File: src/rtl/oscmon_pkg.sv
package oscmon_pkg;

    // Per-channel verdict; the encoding is visible on the ports.
    typedef enum logic [1:0] {
        ACT_STUCK_LO = 2'b00,
        ACT_STUCK_HI = 2'b01,
        ACT_TOGGLING = 2'b10
    } act_state_e;

    // Observation window controller states.
    typedef enum logic {
        WIN_OBSERVE = 1'b0,
        WIN_CLOSE   = 1'b1
    } win_state_e;

endpackage

File: src/rtl/oscmon_sync.sv
module oscmon_sync #(
    parameter int STAGES = 2
) (
    input  logic clk,
    input  logic rst_n,
    input  logic async_in,
    output logic level,
    output logic rise
);
    logic [STAGES-1:0] chain_q;
    logic              prev_q;

    always_ff @(posedge clk) begin
        if (!rst_n) begin
            chain_q <= '0;
            prev_q  <= 1'b0;
        end else begin
            chain_q <= {chain_q[STAGES-2:0], async_in};
            prev_q  <= chain_q[STAGES-1];
        end
    end

    assign level = chain_q[STAGES-1];
    assign rise  = chain_q[STAGES-1] & ~prev_q;

    // Two reported edges can never be adjacent.
    assert_no_double_rise_R8: assert property (@(posedge clk) disable iff (!rst_n)
        rise |=> !rise);

endmodule

File: src/rtl/oscmon_window.sv
module oscmon_window
    import oscmon_pkg::*;
#(
    parameter int WIN_LOG2 = 12
) (
    input  logic clk,
    input  logic rst_n,
    output logic close
);
    localparam int WIN_CYCLES = 1 << WIN_LOG2;
    localparam int TIMER_W    = WIN_LOG2;
    localparam logic [TIMER_W-1:0] LAST_OBS = TIMER_W'(WIN_CYCLES - 2);

    win_state_e         state_q, state_d;
    logic [TIMER_W-1:0] timer_q, timer_d;

    // State register
    always_ff @(posedge clk) begin
        if (!rst_n) begin
            state_q <= WIN_OBSERVE;
            timer_q <= '0;
        end else begin
            state_q <= state_d;
            timer_q <= timer_d;
        end
    end

    // Next state
    always_comb begin
        state_d = state_q;
        timer_d = timer_q;
        unique case (state_q)
            WIN_OBSERVE: begin
                timer_d = timer_q + 1'b1;
                if (timer_q == LAST_OBS) state_d = WIN_CLOSE;
            end
            WIN_CLOSE: begin
                timer_d = '0;
                state_d = WIN_OBSERVE;
            end
            default: begin
                timer_d = '0;
                state_d = WIN_OBSERVE;
            end
        endcase
    end

    // Outputs
    always_comb begin
        close = 1'b0;
        unique case (state_q)
            WIN_OBSERVE: close = 1'b0;
            WIN_CLOSE:   close = 1'b1;
            default:     close = 1'b0;
        endcase
    end

    // Independent period checker
    logic [TIMER_W:0] gap_q;
    always_ff @(posedge clk) begin
        if (!rst_n)     gap_q <= '0;
        else if (close) gap_q <= '0;
        else            gap_q <= gap_q + 1'b1;
    end

    assert_window_period_R5: assert property (@(posedge clk) disable iff (!rst_n)
        close |-> (gap_q == (TIMER_W+1)'(WIN_CYCLES - 1)));
    assert_close_single_R5: assert property (@(posedge clk) disable iff (!rst_n)
        close |=> !close);

endmodule

File: src/rtl/oscmon_classifier.sv
module oscmon_classifier
    import oscmon_pkg::*;
#(
    parameter int         EDGE_MIN   = 4,
    parameter logic [7:0] GLYPH_LO   = 8'h19,
    parameter logic [7:0] GLYPH_HI   = 8'h18,
    parameter logic [7:0] GLYPH_TOG  = 8'h12
) (
    input  logic       clk,
    input  logic       rst_n,
    input  logic       level,
    input  logic       rise,
    input  logic       close,
    output logic [1:0] status,
    output logic [7:0] glyph
);
    localparam int CNT_W = $clog2(EDGE_MIN + 1);
    localparam logic [CNT_W-1:0] CNT_MAX = CNT_W'(EDGE_MIN);

    act_state_e       state_q, state_d;
    logic [CNT_W-1:0] cnt_q, cnt_d;
    logic [CNT_W:0]   cnt_eff;
    logic             enough;

    assign cnt_eff = {1'b0, cnt_q} + {{CNT_W{1'b0}}, rise};
    assign enough  = (cnt_eff >= (CNT_W+1)'(EDGE_MIN));

    // Edge counter, saturating at the threshold
    always_comb begin
        cnt_d = cnt_q;
        if (close)                        cnt_d = '0;
        else if (rise && cnt_q != CNT_MAX) cnt_d = cnt_q + 1'b1;
    end

    // State register
    always_ff @(posedge clk) begin
        if (!rst_n) begin
            state_q <= ACT_STUCK_LO;
            cnt_q   <= '0;
        end else begin
            state_q <= state_d;
            cnt_q   <= cnt_d;
        end
    end

    // Next state: only at window close
    always_comb begin
        state_d = state_q;
        if (close) begin
            unique case (state_q)
                ACT_STUCK_LO, ACT_STUCK_HI, ACT_TOGGLING: begin
                    if (enough)     state_d = ACT_TOGGLING;
                    else if (level) state_d = ACT_STUCK_HI;
                    else            state_d = ACT_STUCK_LO;
                end
                default: state_d = ACT_STUCK_LO;
            endcase
        end
    end

    // Outputs
    always_comb begin
        status = state_q;
        glyph  = GLYPH_LO;
        unique case (state_q)
            ACT_STUCK_LO: glyph = GLYPH_LO;
            ACT_STUCK_HI: glyph = GLYPH_HI;
            ACT_TOGGLING: glyph = GLYPH_TOG;
            default:      glyph = GLYPH_LO;
        endcase
    end

    assert_hold_between_R5: assert property (@(posedge clk) disable iff (!rst_n)
        !close |=> $stable(status));
    assert_no_code_11_R2: assert property (@(posedge clk) disable iff (!rst_n)
        status != 2'b11);
    assert_toggle_verdict_R3: assert property (@(posedge clk) disable iff (!rst_n)
        (close && enough) |=> (status == 2'b10));
    assert_level_verdict_R4: assert property (@(posedge clk) disable iff (!rst_n)
        (close && !enough) |=> (status == {1'b0, $past(level)}));

endmodule

File: src/rtl/osc_activity_monitor.sv
module osc_activity_monitor
    import oscmon_pkg::*;
#(
    parameter int         WIN_LOG2  = 12,
    parameter int         EDGE_MIN  = 4,
    parameter int         SYNC_FF   = 2,
    parameter logic [7:0] GLYPH_LO  = 8'h19,
    parameter logic [7:0] GLYPH_HI  = 8'h18,
    parameter logic [7:0] GLYPH_TOG = 8'h12
) (
    input  logic       clk_ref,
    input  logic       rst_n,
    input  logic       osc_a,
    input  logic       osc_b,
    output logic [1:0] stat_a,
    output logic [1:0] stat_b,
    output logic [7:0] glyph_a,
    output logic [7:0] glyph_b
);
    localparam int NUM_CH = 2;

    logic       close;
    logic [NUM_CH-1:0] osc_in, lvl, rise;
    logic [1:0] stat_v  [NUM_CH];
    logic [7:0] glyph_v [NUM_CH];

    assign osc_in = {osc_b, osc_a};

    oscmon_window #(.WIN_LOG2(WIN_LOG2)) u_window (
        .clk   (clk_ref),
        .rst_n (rst_n),
        .close (close)
    );

    for (genvar ch = 0; ch < NUM_CH; ch++) begin : g_ch
        oscmon_sync #(.STAGES(SYNC_FF)) u_sync (
            .clk      (clk_ref),
            .rst_n    (rst_n),
            .async_in (osc_in[ch]),
            .level    (lvl[ch]),
            .rise     (rise[ch])
        );
        oscmon_classifier #(
            .EDGE_MIN  (EDGE_MIN),
            .GLYPH_LO  (GLYPH_LO),
            .GLYPH_HI  (GLYPH_HI),
            .GLYPH_TOG (GLYPH_TOG)
        ) u_class (
            .clk    (clk_ref),
            .rst_n  (rst_n),
            .level  (lvl[ch]),
            .rise   (rise[ch]),
            .close  (close),
            .status (stat_v[ch]),
            .glyph  (glyph_v[ch])
        );
    end

    assign stat_a  = stat_v[0];
    assign stat_b  = stat_v[1];
    assign glyph_a = glyph_v[0];
    assign glyph_b = glyph_v[1];

    assert_first_window_low_R6: assert property (@(posedge clk_ref)
        !rst_n |=> (stat_a == 2'b00 && stat_b == 2'b00));
    assert_glyph_pair_R7: assert property (@(posedge clk_ref) disable iff (!rst_n)
        (stat_a == 2'b01) |-> (glyph_a == GLYPH_HI));

endmodule

File: config.mk
export PLATFORM = sky130hd
export DESIGN_NAME = osc_activity_monitor
export DESIGN_NICKNAME = d
export VERILOG_FILES = /design/src/rtl/oscmon_pkg.sv /design/src/rtl/oscmon_sync.sv /design/src/rtl/oscmon_window.sv /design/src/rtl/oscmon_classifier.sv /design/src/rtl/osc_activity_monitor.sv
export SDC_FILE = /design/constraint.sdc
export NUM_CORES = 1
export LEC_CHECK = 0
export CAP_MARGIN = 25
export CORE_ASPECT_RATIO = 1.4
export CORE_MARGIN = 4
export CORE_UTILIZATION = 52
export CTS_CLUSTER_DIAMETER = 150
export DETAILED_ROUTE_END_ITERATION = 8
export GPL_ROUTABILITY_DRIVEN = 1
export PLACE_DENSITY_LB_ADDON = 0.1
export SETUP_SLACK_MARGIN = 0.4
export SYNTH_ARGS = -nofsm -noshare
export SYNTH_HDL_FRONTEND = slang
export SYNTH_SLANG_ARGS = --single-unit
File: constraint.sdc
create_clock -name clk_ref -period 1.6 [get_ports clk_ref]
set_clock_uncertainty 0.05 [all_clocks]
set_input_delay 0.48 -clock clk_ref [delete_from_list [all_inputs] [get_ports clk_ref]]
set_output_delay 0.48 -clock clk_ref [all_outputs]
set_load 0.02 [all_outputs]
==> metrics.cfg, run 1 <==
[run_status]
status=finished, violations left
violations=setup timing

[routing]
vias=1273
via_per_inst=5.15
drt-wirelength-per-cell_um=13.1
drc_errors=0
ant_nets=0
drt_iter0_drc=34
drt_first_pass_iters=4
wl_mm=3.23

[synthesis]
synth_cells=163
synth_edf_count=0
synth_cell_types=28
synth_top_area_frac=0.404
yosys_most_used_dff=dfxtp_1
ys_top_cells_by_area=dfxtp_1 40%, ha_1 10%, buf_4 5.2%
ys_seq_area_frac=0.404
synth_common_cells=29 x dfxtp_1, 12 x a21oi_1, 12 x ha_1, 12 x inv_1, 10 x buf_4
ys_seq_elements=29
synth-async-reset-ratio=0
yosysWarnings=0
synth.most_common_cell=dfxtp_1
synthesis.area_sq_um=1440
synth.avg_cell_area_sq_um=8.82
yosysTopAreaCell=dfxtp_1

[worst_setup_path]
start_kind=register
cp_slowest_cell=dfxtp_4
max_stage_delay_ps=380
cp_num_buf_inv=2
cp.arrival_ps=1090
required_ps=1070
cpLargestDelayFamily=flip-flops
cp-end-kind=output port
crit_chain=inv_4 > ha_4 > buf_6
critPathKind=register to output port
crit_fanout=3

[clock_network]
cts_tree=done
cts.clk_slew.worst_paths_ps=90
clock_latency_ps=320
cts-root-buf=clkbuf_4
cts_htree_levels=2
cts_buffers=5
cts_hold_buf=0
cts_sinks=29
cts_buffer_depth=2

[placement]
port_buffers=13
dpl_worst_slack_ps=-160
hpwl_mm=1.99
place.gp.congestion=0.756

[sta]
clock.fmax_mhz=616
min_period_over_period=1.01
rsz0062_at_grt=true
setup_ws_ps=-22.6
finalHoldViolCount=0
setup_violations=2
min_period_ps=1620
final-max-slew-violation-count=0

[final_layout]
diodes=0
nFillCells=156
nets=226
synthToLayoutAreaGrowth_pct=50.8
drive_above_1_share=0.469

[floorplanning]
rows=22
coreArea_sq_um=2640
ios=24
die-area_sq_um=3680
die_y_um=70.2
start_util=0.544
die_x_um=52.4

[global_routing]
grt_max_degree=11
grt_pass1_vias=1248
grt_overflow_total=0
antenna_found_initial=0
grt_pass1_wl_mm=5.24
grtUsageTotal=0.185

[power]
worst_ir_drop_vdd_mv=0.704
p_leak_nw=0.855
power_density_nw_per_um2=604
power_w=0.00131

[flow_run]
maxCapViolCount=0

[hold_path]
hold_path.class=register to register

-- flip-flops by register name (all words and copies together), names as in the netlist --
signal               flops
u_window.timer_q        12
g_ch.u_class.cnt_q       6
g_ch.u_class.status      4
g_ch.u_sync.chain_q      4
g_ch.u_sync.prev_q       2
u_window.state_q         1
-- power breakdown --
group	total, W	switching [W]	leakage, nW	internal [W]
sequential	0.000740	0.0000184	0.248	0.000721
clock	0.000459	0.000243	0.0326	0.000217
combinational	0.000110	0.0000615	0.574	0.0000488
-- through the flow --
step / setup TNS, ps / utilization / hold WS, ps / area, sq um / std cells
after floorplan: 0 / - / 362 / 1560 / 171
after detailed placement: -626 / 0.650 / 378 / 1720 / 216
after CTS: -64.0 / 0.763 / 406 / 2020 / 241
after global routing: -192 / 0.821 / 422 / 2170 / 247
final: -44.7 / 0.821 / 397 / 2170 / 247
after global placement: -521 / 0.650 / 367 / 1720 / 216
-- timing repair --
item | CTS | global route
gates resized for setup | 88 | 32
setup buffers | 17 | 6
setup endpoints to repair | 22 | 31
pin swaps | 20 | 12
-- final cells by class --
| type | instances | area, sq um | share of cell area |
|---|---|---|---|
| Inverter | 12 | 52.6 | 0.0242 |
| Multi-Input combinational cell | 116 | 940 | 0.433 |
| Timing Repair Buffer | 46 | 435 | 0.201 |
| Sequential cell | 29 | 637 | 0.294 |
| Tap cell | 36 | 45.0 | 0.0208 |
| Clock buffer | 8 | 58.8 | 0.0271 |
-- layout by cell type, fill, tap and decap left out, drive strengths merged, types with 8 or more instances in the layout --
cell | netlist | routed
o21ai | 9 | 9
ha | 12 | 12
buf | 12 | 43
conb | 2 | 10
inv | 12 | 12
a21oi | 12 | 12
dfxtp | 29 | 29
nand2 | 8 | 8
nand3 | 8 | 8
clkbuf | 2 | 8
and2 | 9 | 9
-- layer usage --
layer / part of all wire / track usage
met4: 0.012 / 0.0767
met5: 0 / 0
met2: 0.54 / 0.331
met1: 0.40 / 0.195
met3: 0.046 / 0.0448
-- kinds of logic after synthesis --
family	share of synthesized area
xor+xnor	0.0183
simple gates	0.245
flops	0.404
other cells	0.00522
compound gates	0.120
buf+inv	0.0957
fa+ha+maj	0.104
mux	0.00696
-- path summary, 6_finish.rpt --
kind	cells after the start	slack (ps)	startpoint	to
worst max register to register	4	290	u_window.timer_q[1]$_SDFF_PP0_	u_window.timer_q[10]$_SDFF_PP0_
worst min register to register	1	400	g_ch[0].u_sync.chain_q[0]$_SDFF_PN0_	g_ch[0].u_sync.chain_q[1]$_SDFF_PN0_
worst max-delay path	3	-20	g_ch[0].u_class.status[0]$_SDFFE_PN0P_	glyph_a[0]
worst min-delay path	1	400	g_ch[0].u_sync.chain_q[0]$_SDFF_PN0_	g_ch[0].u_sync.chain_q[1]$_SDFF_PN0_
Note: power is estimated with default switching activity, not from simulation.
==> run 2, diff against run 1 <==
--- a/config.mk
+++ b/config.mk
@@ -12,7 +12,7 @@
 export CTS_CLUSTER_DIAMETER = 150
 export DETAILED_ROUTE_END_ITERATION = 8
 export GPL_ROUTABILITY_DRIVEN = 1
-export PLACE_DENSITY_LB_ADDON = 0.1
+export PLACE_DENSITY = 0.86
 export SETUP_SLACK_MARGIN = 0.4
 export SYNTH_ARGS = -nofsm -noshare
 export SYNTH_HDL_FRONTEND = slang
==> constraint.sdc (replaced) <==
create_clock -name clk_ref -period 1.8 [get_ports clk_ref]
set_clock_uncertainty 0.05 [all_clocks]
set_input_delay 0.54 -clock clk_ref [delete_from_list [all_inputs] [get_ports clk_ref]]
set_output_delay 0.54 -clock clk_ref [all_outputs]
set_load 0.02 [all_outputs]
==> metrics.cfg, run 2 (synthesis results as in run 1) <==
[final_layout]
layout_common_cells=19 x dfxtp_1, 17 x buf_4, 12 x a21oi_1, 11 x buf_6, 10 x conb_1
final_common_cell=dfxtp_1
diodes=0
stdcell_count=233
top_register=u_window.timer_q
synthToLayoutAreaGrowth_pct=31.6
largest_reg_flops=12
multi_input_area_sq_um=825
drive_above_1_share=0.299
nFillCells=192
reg.largest.list=u_window.timer_q x12, g_ch.u_class.cnt_q x6
nets=212
regArea_sq_um=603

[worst_setup_path]
required_ps=1210
cp-end-kind=output port
r2r_slack_ps=390
cp_slowest_cell=dfxtp_2
start_kind=register
cp.arrival_ps=1100
r2r_start=u_window.timer_q[0]$_SDFF_PP0_
max_stage_delay_ps=360
crit_chain=inv_4 > ha_4 > buf_6
reg2reg_depth=5
critPathKind=register to output port
crit_path_start=g_ch[0].u_class.status[0]$_SDFFE_PN0P_
crit_fanout=3
r2r-end=u_window.timer_q[8]$_SDFF_PP0_

[power]
worst_ir_drop_vdd_mv=0.523
power_density_nw_per_um2=645
p_leak_nw=0.742
power_w=0.00122

[floorplanning]
rows=22
start_util=0.544
die_y_um=70.2
ios=24
die_x_um=52.4
die-area_sq_um=3680
coreArea_sq_um=2640

[flow_run]
maxCapViolCount=0

[clock_network]
cts.clk_slew.worst_paths_ps=90
clock_latency_ps=330
cts_tree=done
cts_buffers=5
cts_buffer_depth=2
cts_sinks=29
cts-root-buf=clkbuf_4
cts_hold_buf=0
cts_htree_levels=2

[sta]
min_period_over_period=0.938
finalHoldViolCount=0
clock.fmax_mhz=592
setup_violations=0
fin_hold_ws_ps=397
rsz0062_at_grt=true
final-max-slew-violation-count=0
min_period_ps=1690

[routing]
drt_iter0_drc=41
wl_mm=3.15
vias=1225
drc_errors=0
via_per_inst=5.26
ant_nets=0
drt-wirelength-per-cell_um=13.5
drt_first_pass_iters=6

[placement]
placed_cells=214
port_buffers=13
place.gp.congestion=0.737
hpwl_mm=1.91

[hold_path]
hold_depth=1
hold_path.class=register to register
min-delay-start=g_ch[1].u_sync.chain_q[0]$_SDFF_PN0_
min_to=g_ch[1].u_sync.chain_q[1]$_SDFF_PN0_

[run_status]
status=complete, no violations

[global_routing]
grt_max_degree=11
grtUsageTotal=0.174
grt_pass1_vias=1087
antenna_found_initial=0
grt_overflow_total=0
grt_pass1_wl_mm=4.75

==> run 2: cell count changes in the layout (fill, tap and decap cells not counted), sizes merged <==
cell	delta
dlymetal6s2s	-1
buf	-14
clkdlybuf4s50	+1
clkinv	+1
clkbuf	-1
==> run 2: worst max path at each step <==
stage / to / slack, ps / cells after the start
after floorplan: glyph_a[0] / 370 / 2
after CTS: glyph_a[0] / 110 / 3
after global routing: glyph_b[0] / 60 / 3
after detailed placement: glyph_a[0] / -30 / 3
final: glyph_a[0] / 110 / 3
after global placement: glyph_b[0] / -10 / 3
==> run 2: cell type report <==
cell class	instances	area share
clock buffers	7	0.0344
clock inverters	1	0.00265
inverters	12	0.0251
multi-input cells	116	0.436
flip-flops and latches	29	0.319
well taps	36	0.0238
repair buffers	32	0.159
==> run 2: per-layer routing <==
| layer | GRT usage | up-vias | share of wire |
|---|---|---|---|
| li1 | - | 609 | - |
| met3 | 0.0597 | 12 | 0.056 |
| met5 | 0 | - | 0 |
| met1 | 0.181 | 568 | 0.37 |
| met2 | 0.293 | 36 | 0.54 |
| met4 | 0.0966 | 0 | 0.032 |
==> run 2: what timing repair did <==
item                       in CTS  in global routing
pin swaps                       2                  5
setup endpoints to repair      11                 16
resized for setup              72                 11
gates cloned                    0                  0
setup buffers                   4                  7
==> run 2: per-stage QoR <==
stage / instance area (sq um) / setup WS [ps] / setup TNS [ps] / utilization
after floorplan: 1490 / 375 / 0 / -
after global placement: 1630 / -13.3 / -22.2 / 0.618
after detailed placement: 1630 / -28.8 / -54.1 / 0.618
after CTS: 1790 / 114 / 0 / 0.677
after global routing: 1890 / 62.7 / 0 / 0.716
final: 1890 / 111 / 0 / 0.716
==> run 2: report_power, final <==
group	leakage (nW)	total, W	switching [W]	internal (W)
logic	0.460	0.0000977	0.0000542	0.0000434
registers	0.241	0.000669	0.0000162	0.000652
clock network	0.0413	0.000454	0.000228	0.000226
total	0.742	0.00122	0.000298	0.000922
==> run 2: worst max-delay path, delay by kind of cell (launching register included) <==
kind	cells	cell delay [ps]
flops	1	360
fa+ha+maj	1	250
buf+inv	2	150
